`config.mk`:
```
export PLATFORM = sky130hd
export DESIGN_NAME = access_fault_detect
export DESIGN_NICKNAME = d
export VERILOG_FILES = /design/src/rtl/afd_pkg.sv /design/src/rtl/afd_misalign.sv /design/src/rtl/afd_buserr.sv /design/src/rtl/afd_regs.sv /design/src/rtl/access_fault_detect.sv
export SDC_FILE = /design/constraint.sdc
export NUM_CORES = 1
export LEC_CHECK = 0
export ABC_AREA = 1
export BUFFER_PORTS_ARGS = -buffer_cell sky130_fd_sc_hd__buf_2
export CAP_MARGIN = 10
export CORE_MARGIN = 4
export CORE_UTILIZATION = 39
export DETAILED_ROUTE_END_ITERATION = 16
export GPL_TIMING_DRIVEN = 0
export PLACE_DENSITY = 0.76
export SYNTH_ARGS = -nofsm -noshare
export SYNTH_HDL_FRONTEND = slang
export SYNTH_SLANG_ARGS = --single-unit
```
`constraint.sdc`:
```
create_clock -name clk -period 2.4 [get_ports clk]
set_clock_uncertainty 0.05 [all_clocks]
set_input_delay 0.48 -clock clk [delete_from_list [all_inputs] [get_ports clk]]
set_output_delay 0.48 -clock clk [all_outputs]
set_load 0.005 [all_outputs]
```
`src/rtl/afd_pkg.sv`:
```
package afd_pkg;
  localparam int REG_IDX_W  = 5;
  localparam int CAUSE_W    = 5;
  localparam int IDX_LSB    = 5;
  localparam int WR_BIT     = 10;
  localparam int WORD_BIT   = 11;
  localparam int STATUS_MIN = WORD_BIT + 1;

  localparam logic [CAUSE_W-1:0] CAUSE_MISALIGN = 5'd1;
  localparam logic [CAUSE_W-1:0] CAUSE_IBUS     = 5'd3;
  localparam logic [CAUSE_W-1:0] CAUSE_DBUS     = 5'd4;

  typedef enum logic [1:0] {
    SRC_NONE,
    SRC_MISALIGN,
    SRC_BUS_ADDR,
    SRC_BUS_FULL
  } fault_src_e;
endpackage

```
`src/rtl/afd_misalign.sv`:
```
module afd_misalign
  import afd_pkg::*;
#(
  parameter int MASK_W   = 2,
  parameter int STATUS_W = 32
) (
  input  logic                 valid,
  input  logic [MASK_W-1:0]    addr_lo,
  input  logic [MASK_W-1:0]    size_mask,
  input  logic                 is_write,
  input  logic [REG_IDX_W-1:0] reg_idx,
  output logic                 hit,
  output logic [STATUS_W-1:0]  status_word
);
  logic [MASK_W-1:0] overlap;
  logic              word_sized;

  for (genvar g = 0; g < MASK_W; g++) begin : g_overlap
    assign overlap[g] = addr_lo[g] & size_mask[g];
  end

  assign hit        = valid & (|overlap);
  assign word_sized = &size_mask;

  always_comb begin
    status_word                               = '0;
    status_word[CAUSE_W-1:0]                  = CAUSE_MISALIGN;
    status_word[IDX_LSB+REG_IDX_W-1:IDX_LSB]  = reg_idx;
    status_word[WR_BIT]                       = is_write;
    status_word[WORD_BIT]                     = word_sized;
  end
endmodule

```
`src/rtl/afd_buserr.sv`:
```
module afd_buserr
  import afd_pkg::*;
#(
  parameter int STATUS_W = 32
) (
  input  logic                err_valid,
  input  logic                is_fetch,
  input  logic                exc_en,
  input  logic                ibus_en,
  input  logic                dbus_en,
  output logic                load_addr,
  output logic                load_cause,
  output logic [STATUS_W-1:0] cause_word
);
  logic kind_allowed;

  assign kind_allowed = is_fetch ? ibus_en : dbus_en;
  assign load_addr    = err_valid & exc_en;
  assign load_cause   = load_addr & kind_allowed;

  always_comb begin
    cause_word              = '0;
    cause_word[CAUSE_W-1:0] = is_fetch ? CAUSE_IBUS : CAUSE_DBUS;
  end
endmodule

```
`src/rtl/afd_regs.sv`:
```
module afd_regs
  import afd_pkg::*;
#(
  parameter int ADDR_W   = 32,
  parameter int STATUS_W = 32
) (
  input  logic                clk,
  input  logic                rst,
  input  logic                mis_hit,
  input  logic [ADDR_W-1:0]   mis_addr,
  input  logic [STATUS_W-1:0] mis_status,
  input  logic                exc_en,
  input  logic                bus_load_addr,
  input  logic                bus_load_cause,
  input  logic [ADDR_W-1:0]   bus_addr,
  input  logic [STATUS_W-1:0] bus_status,
  output logic [ADDR_W-1:0]   addr_q,
  output logic [STATUS_W-1:0] status_q,
  output logic                req_q
);
  fault_src_e sel;

  always_comb begin
    if (mis_hit)             sel = SRC_MISALIGN;
    else if (bus_load_cause) sel = SRC_BUS_FULL;
    else if (bus_load_addr)  sel = SRC_BUS_ADDR;
    else                     sel = SRC_NONE;
  end

  always_ff @(posedge clk) begin
    if (rst) begin
      addr_q   <= '0;
      status_q <= '0;
      req_q    <= 1'b0;
    end else begin
      req_q <= 1'b0;
      unique case (sel)
        SRC_MISALIGN: begin
          addr_q   <= mis_addr;
          status_q <= mis_status;
          req_q    <= exc_en;
        end
        SRC_BUS_FULL: begin
          addr_q   <= bus_addr;
          status_q <= bus_status;
          req_q    <= 1'b1;
        end
        SRC_BUS_ADDR: begin
          addr_q   <= bus_addr;
        end
        default: ;
      endcase
    end
  end
endmodule

```
`src/rtl/access_fault_detect.sv`:
```
module access_fault_detect
  import afd_pkg::*;
#(
  parameter int ADDR_W   = 32,
  parameter int MASK_W   = 2,
  parameter int STATUS_W = 32
) (
  input  logic                 clk,
  input  logic                 rst,
  input  logic                 acc_valid,
  input  logic [ADDR_W-1:0]    acc_addr,
  input  logic [MASK_W-1:0]    acc_size_mask,
  input  logic                 acc_write,
  input  logic [REG_IDX_W-1:0] acc_reg_idx,
  input  logic                 exc_enable,
  input  logic                 bus_err_valid,
  input  logic [ADDR_W-1:0]    bus_err_addr,
  input  logic                 bus_err_fetch,
  input  logic                 cfg_ibus_exc_en,
  input  logic                 cfg_dbus_exc_en,
  output logic [ADDR_W-1:0]    fault_addr,
  output logic [STATUS_W-1:0]  fault_status,
  output logic                 exc_req
);
  logic                mis_hit;
  logic [STATUS_W-1:0] mis_status;
  logic                bus_load_addr;
  logic                bus_load_cause;
  logic [STATUS_W-1:0] bus_status;

  afd_misalign #(.MASK_W(MASK_W), .STATUS_W(STATUS_W)) u_mis (
    .valid       (acc_valid),
    .addr_lo     (acc_addr[MASK_W-1:0]),
    .size_mask   (acc_size_mask),
    .is_write    (acc_write),
    .reg_idx     (acc_reg_idx),
    .hit         (mis_hit),
    .status_word (mis_status)
  );

  afd_buserr #(.STATUS_W(STATUS_W)) u_bus (
    .err_valid  (bus_err_valid),
    .is_fetch   (bus_err_fetch),
    .exc_en     (exc_enable),
    .ibus_en    (cfg_ibus_exc_en),
    .dbus_en    (cfg_dbus_exc_en),
    .load_addr  (bus_load_addr),
    .load_cause (bus_load_cause),
    .cause_word (bus_status)
  );

  afd_regs #(.ADDR_W(ADDR_W), .STATUS_W(STATUS_W)) u_regs (
    .clk            (clk),
    .rst            (rst),
    .mis_hit        (mis_hit),
    .mis_addr       (acc_addr),
    .mis_status     (mis_status),
    .exc_en         (exc_enable),
    .bus_load_addr  (bus_load_addr),
    .bus_load_cause (bus_load_cause),
    .bus_addr       (bus_err_addr),
    .bus_status     (bus_status),
    .addr_q         (fault_addr),
    .status_q       (fault_status),
    .req_q          (exc_req)
  );
endmodule

```
==> run_results.csv <==
group,metric,value,unit
die,start_util,41.3,%
worst_setup_path,crit_type,"reg2out",
die,row_count,27,
logic_synthesis,netlist_area,0.00234,mm^2
clocking,cts-resized-gates,0,
logic_synthesis,async_flop_share,0,%
power,ir_drop,0.241,mV
logic_synthesis,synth_warnings,0,
clocking,postCtsSetupBuffers,0,
logic_synthesis,synth_cell_types,28,
worst_hold_path,min_path_cells,3,
die,die_h,85.5,um
global_routing,grt.overflow.total,0,
worst_setup_path,rr_worst_depth,4,
logic_synthesis,ys_seq_elements,43,
cells_and_area,final_util,57.0,%
logic_synthesis,yosysMostFrequentCell,"nand2_1",
power,finalPower,1.81,mW
sta,drv_slew,0,
worst_setup_path,worstPathMaxFanout,2,
worst_setup_path,slowest_delay,360,ps
drt,vias,2430,
clocking,clock_path_buffers,2,
drt,routed-wl-met2,3170,um
global_routing,grtUsageTotal,18.0,%
worst_setup_path,crit_required,1870,ps
clocking,h-tree-depth,2,
drt,drt-initial-drc-count,58,
worst_setup_path,crit_family,"flip-flops",
sta,period_needed,1310,ps
placed_design,dp_slack,775,ps
drt,maxUsedRoutingLayer,"met4",
global_routing,grt_max_degree,14,
worst_hold_path,hp-class,"in2reg",
cells_and_area,antennaDiodeCount,0,
clocking,cts_root_buf,"clkbuf_8",
run,drv_cap,0,
logic_synthesis,syn_inst,298,
power,power.leakage,1.74,nW
cells_and_area,nFillCells,558,
clocking,numCtsBuffers,5,
logic_synthesis,synth_edf_count,0,
sta,rsz0062_at_grt,"false",
die,core_area,0.00568,mm^2
logic_synthesis,ys_top_cells_by_area,"dfxtp_1, nand2_1, nand3b_1",
drt,ant_nets,0,
logic_synthesis,synth_commonest_cells,"nand2_1, dfxtp_1, a21oi_1",
die,io_pins,145,
drt,drt_wl_total,6650,um
global_routing,grt_pass1_wl,10900,um
cells_and_area,layout-drive-gt1-share,44.4,%
sta,fin_setup_tns,0,ps
logic_synthesis,yosysTopAreaCellShare,36.8,%
clocking,path_clk_slew,80,ps
cells_and_area,fin_cells,520,
power,powerDensity,558,mW/mm^2
worst_setup_path,cp-end-kind,"output pin",
placed_design,dp_cells,512,
logic_synthesis,ys_seq_area_share,36.8,%
drt,route.detailed.drc,0,
cells_and_area,design_area,0.00323,mm^2
placed_design,place_congestion,0.801,
logic_synthesis,synth_top_cell_by_area,"dfxtp_1",
global_routing,antenna_found_initial,0,
clocking,clock_latency,290,ps
worst_setup_path,cp-start-kind,"register",
cells_and_area,area_growth,38.1,%
sta,setup_viol,0,
clocking,ctsHoldBuffers,0,
worst_setup_path,critPathSlowestCell,"dfxtp_1",
placed_design,io_buffers,121,
placed_design,dpl_cell_area,0.00312,mm^2
sta,fin_crit_sh,54.5,%
clocking,tritoncts,"done",
global_routing,first_global_vias,2471,
logic_synthesis,synth_top_flop_cell,"dfxtp_1",
sta,finalHoldWorstSlack,374,ps
sta,max_freq,765,MHz
sta,report.final.hold_viol_count,0,
die,die_w,85.5,um
die,dieArea,0.00731,mm^2
worst_setup_path,crit_buf_inv,1,
clocking,cts.sink_count,43,
worst_setup_path,path_depth,1,
drt,dr.pass1.iters,4,
drt,wl_met3,535,um
drt,drt-wirelength-per-cell,12.8,um
sta,fin_ws,1090,ps
drt,vias_per_cell,4.67,
placed_design,hpwl,5090,um
logic_synthesis,syn_area_per_cell,7.86,um^2
worst_setup_path,cp_data_arrival_time,780,ps
outcome,outcome,"completed",
cells_and_area,nNetsFinal,527,
worst_setup_path,cp_cell_sequence,"buf_2",
drt,wl_met1,2890,um
==> sequential cells by signal (all words and copies together) (netlist names) <==
name,flops
u_regs.addr_q,32
u_regs.status_q,10
u_regs.req_q,1
==> final timing paths <==
check,from,to,slack (ps)
hold reg to reg,u_regs.status_q[8],u_regs.status_q[8],420
hold / removal,acc_addr[22],u_regs.addr_q[22],370
setup reg to reg,u_regs.addr_q[1],u_regs.addr_q[1],1650
setup / recovery,u_regs.addr_q[0],fault_addr[0],1090
==> cell usage in the layout (no fill, tap or decap), drive strengths merged <==
cell    synthesis  final
nor2            4      4
nand3          18     18
clkbuf          3      9
bufinv          0      1
a21oi          40     40
dfxtp          43     43
inv             5      5
clkinv          2      3
o21ai          31     31
nand2          78     78
conb            1     22
nand3b         30     30
buf            41    162
nand4           2      2
==> power by group <==
| part | internal [mW] | leakage, nW | switching [mW] | total, mW |
|---|---|---|---|---|
| sequential | 0.772 | 0.356 | 0.0252 | 0.797 |
| combinational | 0.214 | 1.32 | 0.215 | 0.429 |
| clock | 0.337 | 0.0612 | 0.243 | 0.580 |
==> routing by layer <==
metal	vias up	track usage (%)
met2	97	31.6
met5	-	0
met4	0	4.03
met3	6	4.13
li1	1249	-
met1	1078	22.3
==> layout make-up <==
type | count | area [um^2] | area share [%]
buffer | 44 | 338 | 10.4
inverter | 7 | 27.5 | 0.851
tap | 72 | 90.1 | 2.79
timing repair buffer | 121 | 606 | 18.7
clock inverter | 2 | 35.0 | 1.08
sequential | 43 | 861 | 26.6
multi-input combinational | 225 | 1190 | 36.9
clock buffer | 6 | 82.6 | 2.55
==> logic make-up (layout without fill, tap and decap cells) <==
family,Yosys count,after routing,share of synthesized area (%)
AO/OA/AOI/OAI,71,71,16.9
buffers and inverters,51,180,15.6
flip-flops,43,43,36.8
other,1,22,0.160
AND/OR/NAND/NOR,132,132,30.6
Note: power is estimated with default switching activity, not from simulation.
